<file path="config.mk">
export PLATFORM = sky130hd
export DESIGN_NAME = vpage_xlate
export DESIGN_NICKNAME = d
export VERILOG_FILES = /design/src/rtl/vpx_pkg.sv /design/src/rtl/vpx_table.sv /design/src/rtl/vpx_check.sv /design/src/rtl/vpx_rsp_fsm.sv /design/src/rtl/vpage_xlate.sv
export SDC_FILE = /design/constraint.sdc
export NUM_CORES = 1
export LEC_CHECK = 0
export BUFFER_PORTS_ARGS = -buffer_cell sky130_fd_sc_hd__buf_2
export CORE_UTILIZATION = 59
export DETAILED_ROUTE_END_ITERATION = 16
export HOLD_SLACK_MARGIN = 0.03
export MAX_ROUTING_LAYER = met4
export PLACE_DENSITY_LB_ADDON = 0.2
export RECOVER_POWER = 25
export SKIP_CTS_REPAIR_TIMING = 1
export SYNTH_ARGS = -nofsm -noshare
export SYNTH_HDL_FRONTEND = slang
export SYNTH_SLANG_ARGS = --single-unit
</file>
<file path="constraint.sdc">
create_clock -name clk -period 2.25 [get_ports clk]
set_input_delay 0.225 -clock clk [delete_from_list [all_inputs] [get_ports clk]]
set_output_delay 0.225 -clock clk [all_outputs]
set_load 0.1 [all_outputs]
</file>
<file path="src/rtl/vpx_pkg.sv">
package vpx_pkg;

    typedef enum logic [1:0] {
        ACC_READ  = 2'b00,
        ACC_WRITE = 2'b01,
        ACC_EXEC  = 2'b10,
        ACC_RSVD  = 2'b11
    } acc_kind_t;

    typedef enum logic [1:0] {
        CAUSE_NONE     = 2'b00,
        CAUSE_UNMAPPED = 2'b01,
        CAUSE_PERM     = 2'b10
    } cause_t;

    typedef enum logic [1:0] {
        RS_IDLE  = 2'b00,
        RS_GRANT = 2'b01,
        RS_DENY  = 2'b10
    } rsp_state_t;

    typedef struct packed {
        logic present;
        logic can_rd;
        logic can_wr;
        logic can_ex;
        logic touched;
        logic dirty;
    } pte_flags_t;

endpackage

</file>
<file path="src/rtl/vpx_table.sv">
module vpx_table
    import vpx_pkg::*;
#(
    parameter int IDX_W   = 3,
    parameter int FRAME_W = 9
) (
    input  logic               clk,
    input  logic               rst_n,
    input  logic [IDX_W-1:0]   lk_idx,
    output logic [FRAME_W-1:0] lk_frame,
    output pte_flags_t         lk_flags,
    input  logic               upd_en,
    input  logic [IDX_W-1:0]   upd_idx,
    input  logic               upd_dirty,
    input  logic               tw_en,
    input  logic [IDX_W-1:0]   tw_idx,
    input  logic [FRAME_W-1:0] tw_frame,
    input  logic               tw_valid,
    input  logic               tw_rd,
    input  logic               tw_wr,
    input  logic               tw_ex,
    input  logic [IDX_W-1:0]   st_idx,
    output logic               st_ref,
    output logic               st_mod
);

    localparam int ENTRIES = 1 << IDX_W;

    logic [FRAME_W-1:0] frame_q [ENTRIES];
    pte_flags_t         flags_q [ENTRIES];

    for (genvar g = 0; g < ENTRIES; g++) begin : g_ent
        logic load_hit;
        logic upd_hit;
        assign load_hit = tw_en  && (tw_idx  == IDX_W'(g));
        assign upd_hit  = upd_en && (upd_idx == IDX_W'(g));

        always_ff @(posedge clk or negedge rst_n) begin
            if (!rst_n) begin
                frame_q[g] <= '0;
                flags_q[g] <= '0;
            end else if (load_hit) begin
                frame_q[g]         <= tw_frame;
                flags_q[g].present <= tw_valid;
                flags_q[g].can_rd  <= tw_rd;
                flags_q[g].can_wr  <= tw_wr;
                flags_q[g].can_ex  <= tw_ex;
                flags_q[g].touched <= 1'b0;
                flags_q[g].dirty   <= 1'b0;
            end else if (upd_hit) begin
                flags_q[g].touched <= 1'b1;
                if (upd_dirty) begin
                    flags_q[g].dirty <= 1'b1;
                end
            end
        end
    end

    always_comb begin
        lk_frame = frame_q[lk_idx];
        lk_flags = flags_q[lk_idx];
        st_ref   = flags_q[st_idx].touched;
        st_mod   = flags_q[st_idx].dirty;
    end

endmodule

</file>
<file path="src/rtl/vpx_check.sv">
module vpx_check
    import vpx_pkg::*;
(
    input  pte_flags_t flags,
    input  acc_kind_t  kind,
    output logic       grant,
    output cause_t     cause
);

    logic allowed;

    always_comb begin
        unique case (kind)
            ACC_READ:  allowed = flags.can_rd;
            ACC_WRITE: allowed = flags.can_wr;
            ACC_EXEC:  allowed = flags.can_ex;
            default:   allowed = 1'b0;
        endcase

        if (!flags.present) begin
            cause = CAUSE_UNMAPPED;
        end else if (!allowed) begin
            cause = CAUSE_PERM;
        end else begin
            cause = CAUSE_NONE;
        end
        grant = (cause == CAUSE_NONE);
    end

endmodule

</file>
<file path="src/rtl/vpx_rsp_fsm.sv">
module vpx_rsp_fsm
    import vpx_pkg::*;
#(
    parameter int FRAME_W = 9,
    parameter int OFF_W   = 13,
    localparam int PA_W   = FRAME_W + OFF_W
) (
    input  logic               clk,
    input  logic               rst_n,
    input  logic               req_valid,
    input  logic               grant,
    input  cause_t             cause_in,
    input  logic [FRAME_W-1:0] frame,
    input  logic [OFF_W-1:0]   offset,
    output logic               rsp_valid,
    output logic               rsp_fault,
    output logic [1:0]         rsp_cause,
    output logic [PA_W-1:0]    rsp_paddr
);

    rsp_state_t         state_q;
    rsp_state_t         state_d;
    logic [PA_W-1:0]    paddr_q;
    cause_t             cause_q;

    always_comb begin
        if (!req_valid) begin
            state_d = RS_IDLE;
        end else if (grant) begin
            state_d = RS_GRANT;
        end else begin
            state_d = RS_DENY;
        end
    end

    always_ff @(posedge clk or negedge rst_n) begin
        if (!rst_n) begin
            state_q <= RS_IDLE;
            paddr_q <= '0;
            cause_q <= CAUSE_NONE;
        end else begin
            state_q <= state_d;
            if (req_valid) begin
                paddr_q <= {frame, offset};
                cause_q <= cause_in;
            end
        end
    end

    always_comb begin
        unique case (state_q)
            RS_GRANT: begin
                rsp_valid = 1'b1;
                rsp_fault = 1'b0;
                rsp_cause = CAUSE_NONE;
                rsp_paddr = paddr_q;
            end
            RS_DENY: begin
                rsp_valid = 1'b1;
                rsp_fault = 1'b1;
                rsp_cause = cause_q;
                rsp_paddr = '0;
            end
            default: begin
                rsp_valid = 1'b0;
                rsp_fault = 1'b0;
                rsp_cause = CAUSE_NONE;
                rsp_paddr = '0;
            end
        endcase
    end

endmodule

</file>
<file path="src/rtl/vpage_xlate.sv">
module vpage_xlate
    import vpx_pkg::*;
#(
    parameter int VA_W  = 16,
    parameter int PA_W  = 22,
    parameter int OFF_W = 13,
    localparam int VPN_W   = VA_W - OFF_W,
    localparam int FRAME_W = PA_W - OFF_W
) (
    input  logic               clk,
    input  logic               rst_n,
    input  logic               req_valid,
    input  logic [VA_W-1:0]    req_vaddr,
    input  logic [1:0]         req_kind,
    input  logic               tw_en,
    input  logic [VPN_W-1:0]   tw_idx,
    input  logic [FRAME_W-1:0] tw_frame,
    input  logic               tw_valid,
    input  logic               tw_rd,
    input  logic               tw_wr,
    input  logic               tw_ex,
    input  logic [VPN_W-1:0]   st_idx,
    output logic               st_ref,
    output logic               st_mod,
    output logic               rsp_valid,
    output logic               rsp_fault,
    output logic [1:0]         rsp_cause,
    output logic [PA_W-1:0]    rsp_paddr
);

    logic [VPN_W-1:0]   vpn;
    logic [OFF_W-1:0]   offset;
    acc_kind_t          kind;
    logic [FRAME_W-1:0] lk_frame;
    pte_flags_t         lk_flags;
    logic               grant;
    cause_t             cause;
    logic               upd_en;
    logic               upd_dirty;

    assign vpn       = req_vaddr[VA_W-1:OFF_W];
    assign offset    = req_vaddr[OFF_W-1:0];
    assign kind      = acc_kind_t'(req_kind);
    assign upd_en    = req_valid && grant;
    assign upd_dirty = (kind == ACC_WRITE);

    vpx_table #(
        .IDX_W   (VPN_W),
        .FRAME_W (FRAME_W)
    ) u_table (
        .clk       (clk),
        .rst_n     (rst_n),
        .lk_idx    (vpn),
        .lk_frame  (lk_frame),
        .lk_flags  (lk_flags),
        .upd_en    (upd_en),
        .upd_idx   (vpn),
        .upd_dirty (upd_dirty),
        .tw_en     (tw_en),
        .tw_idx    (tw_idx),
        .tw_frame  (tw_frame),
        .tw_valid  (tw_valid),
        .tw_rd     (tw_rd),
        .tw_wr     (tw_wr),
        .tw_ex     (tw_ex),
        .st_idx    (st_idx),
        .st_ref    (st_ref),
        .st_mod    (st_mod)
    );

    vpx_check u_check (
        .flags (lk_flags),
        .kind  (kind),
        .grant (grant),
        .cause (cause)
    );

    vpx_rsp_fsm #(
        .FRAME_W (FRAME_W),
        .OFF_W   (OFF_W)
    ) u_fsm (
        .clk       (clk),
        .rst_n     (rst_n),
        .req_valid (req_valid),
        .grant     (grant),
        .cause_in  (cause),
        .frame     (lk_frame),
        .offset    (offset),
        .rsp_valid (rsp_valid),
        .rsp_fault (rsp_fault),
        .rsp_cause (rsp_cause),
        .rsp_paddr (rsp_paddr)
    );

endmodule

</file>
==> metrics.md <==
| Metric | Value |
|---|---|
| Mapped Area | `6770 um^2` |
| Clock latency at the later pin of the worst-skew pair | `0.43 ns` |
| DIE AREA | `11900 um^2` |
| Post-synth cell types | `37` |
| Slowest CP cell | `mux4_2` |
| Die width | `109 um` |
| CTS tree | `yes` |
| Final Hold Viols | `0` |
| Final wirelength | `15400 um` |
| Failing checks | `max-capacitance violations, max-slew violations` |
| Cell chain of the critical path | `mux4_2 > mux2_2 > buf_2` |
| Top delay family on crit path | `multiplexers` |
| Initial antenna violation count | `0` |
| Core Area | `11000 um^2` |
| Lkg Pwr | `0.00381 uW` |
| Slew HR | `-7.11%` |
| Grt total ovfl | `0` |
| Critical path type | `reg2out` |
| Ys Warns | `0` |
| Max_cap viols | `1` |
| Crit. End Element | `primary output` |
| Final min period | `2.08 ns` |
| Routed length per instance | `19.0 um` |
| DP HPWL | `9620 um` |
| Bufs on Longest Clock Path | `2` |
| Total power | `7830 uW` |
| Routability cong. | `0.802` |
| Worst path depth | `3` |
| Maximum vdd ir drop | `0.787 mV` |
| Skew final | `0.00706 ns` |
| First-pass GRT wire length | `25200 um` |
| Vias per Instance | `5.93` |
| Root Driver | `clkbuf_16` |
| Syn nets | `625` |
| Drt first pass iters | `5` |
| Die H | `109 um` |
| Site row count | `38` |
| Clk sink count | `146` |
| Fill cell count | `775` |
| Vias | `4803` |
| Worst setup path startpoint | `u_table.flags_q[25]` |
| CP bufs+invs | `1` |
| Nets | `700` |
| CP startpoint kind | `flop` |
| Arrival time at the worst endpoint | `1.86 ns` |
| Power Density | `985 nW/um^2` |
| Hold slack | `0.0318 ns` |
| Hold path depth | `2` |
| Cell count after synthesis | `582` |
| Status | `complete, but fails checks` |
| # diodes | `0` |
| # setup viols final | `0` |
| Slew Viols, Final | `34` |
| DRC | `0` |
| Post-synthesis register bit count | `146` |
| Gr usage total | `30.1%` |
| Seq/Total Area, Yosys | `54.0%` |
| Initial drt markers | `284` |
| H-tree Lvls | `4` |
| IO Port Bufs | `68` |
| Worst endpoint required time | `2.03 ns` |
| R2r worst-path depth | `5` |
| Synthesis-to-layout area growth | `17.4%` |
| Io pins | `69` |
| RSZ-0062 raised after global routing | `no` |
| Number of global-route vias before repair | `4834` |
| Worst-path fanout max | `2` |
| Crit Reg-Reg Startpoint | `u_table.flags_q[33]` |
| Period Utilization, post-route | `92.5%` |
| Total CTS buffers | `17` |
| Starting Density | `61.4%` |
| Pin count of the biggest net entering global routing | `75` |
| Worst hold start | `req_vaddr[2]` |
| Antenna viol nets, final | `0` |
| Share of layout cells above drive strength 1 | `32.8%` |
| CP max stage delay | `0.48 ns` |
| Slew at the pin closest to its max-slew limit | `1.61 ns` |
| Fmax achieved | `0.480 GHz` |
| Post-Syn Area per Cell | `11.6 um^2` |
| Clk pin slew, worst setup/hold paths | `0.06 ns` |
| Worst hold path type | `in2reg` |
## worst register-to-register path, delay by kind of cell, from the launching register on
family / cells / cell delay, ns
DFF: 1 / 0.38
muxes: 2 / 0.79
AOI/OAI and AO/OA: 2 / 0.51
and+or+nand+nor: 1 / 0.08
## Yosys cell counts, drive strengths merged
master,n,share of area (%)
mux2,68,11
nor2b,6,0.55
ha,2,0.37
mux4,28,9.5
clkbuf,21,1.2
a21oi,10,0.74
inv,6,0.33
mux2i,12,2.0
and2,29,2.7
o211a,1,0.26
nand4b,4,0.52
and3,1,0.092
nand3,5,0.37
a31oi,1,0.092
a22o,1,0.13
o311a,1,0.15
nand2b,2,0.18
or4,1,0.11
buf,10,1.1
o32ai,1,0.13
and2b,1,0.15
nor3,2,0.31
o21ai,16,1.7
nand4,13,1.2
and4b,1,0.15
nor2,16,1.0
o21a,1,0.11
nand2,176,9.8
dfrtp,146,54
## layout make-up
cell class                      count  area [um^2]  share of cell area [%]
Sequential cell                   146         3650                    46.0
Tap cell                          140          175                    2.20
Clock inverter                     10          178                    2.24
Multi-Input combinational cell    399         2950                    37.1
Timing Repair Buffer               87          485                    6.11
Clock buffer                       22          484                    6.09
Inverter                            6         22.5                   0.283
## path summary, 6_finish.rpt
kind	slack, ns	endpoint
setup / recovery	0.17	st_ref
hold / removal	0.03	u_fsm.paddr_q[2]
setup reg to reg	0.35	u_table.flags_q[42]
hold reg to reg	0.47	u_table.flags_q[22]
max in group asynchronous	1.04	u_table.frame_q[19]
min in group asynchronous	0.38	u_table.flags_q[12]
## routing by layer
metal  track usage [%]  vias up  wire length, um  part of all wire [%]
met1              38.6     2443             6570                    43
met4              13.6        0              360                   2.3
li1                  -     2157                -                     -
met5                 -        -                0                     0
met3              7.17       35              960                   6.2
met2              45.7      168             7500                    49
## metrics by stage
step / std cells / setup TNS, ns / area (um^2) / setup slack (ns) / utilization [%]
finish: 810 / 0 / 7950 / 0.168 / 72.1
global route: 810 / 0 / 7950 / 0.0751 / 72.1
CTS: 809 / -0.0244 / 7950 / -0.0166 / 72.1
detailed placement: 777 / 0 / 7290 / 0.174 / 66.1
global placement: 777 / 0 / 7290 / 0.246 / 66.1
floorplan: 582 / 0 / 6770 / 0.180 / -
## power by group
part / total (uW) / switching (uW) / internal (uW)
sequential: 3380 / 269 / 3110
combinational: 1340 / 743 / 592
clock: 3120 / 1040 / 2080
total: 7830 / 2050 / 5780
## logic make-up after synthesis
logic type	count (synthesis)	share of synthesized area (%)
adders and majority gates	2	0.370
and+or+nand+nor	257	17.1
AOI/OAI and AO/OA	32	3.29
muxes	108	22.7
buffers and inverters	37	2.55
DFF	146	54.0
## cell usage in the layout, fill, tap and decap left out, types with 5 or more instances in the layout
cell,n
nand2_1,176
dfrtp_1,146
mux2_2,68
buf_2,64
and2_1,27
mux4_2,25
clkbuf_16,17
nor2_1,15
nand4_1,13
buf_4,13
mux2i_1,11
a21oi_1,10
o21ai_2,9
clkbuf_1,8
o21ai_0,7
inv_1,6
nor2b_1,6
nand3_1,5
bufinv_16,5
## flip-flops by register name, indices dropped and copies added (netlist names)
| name | flops |
|---|---|
| u_table.flags_q | 48 |
| u_fsm.paddr_q | 22 |
| u_fsm.cause_q | 2 |
| u_fsm.state_q | 2 |
| u_table.frame_q | 72 |
(Power assumes the default switching activity.)
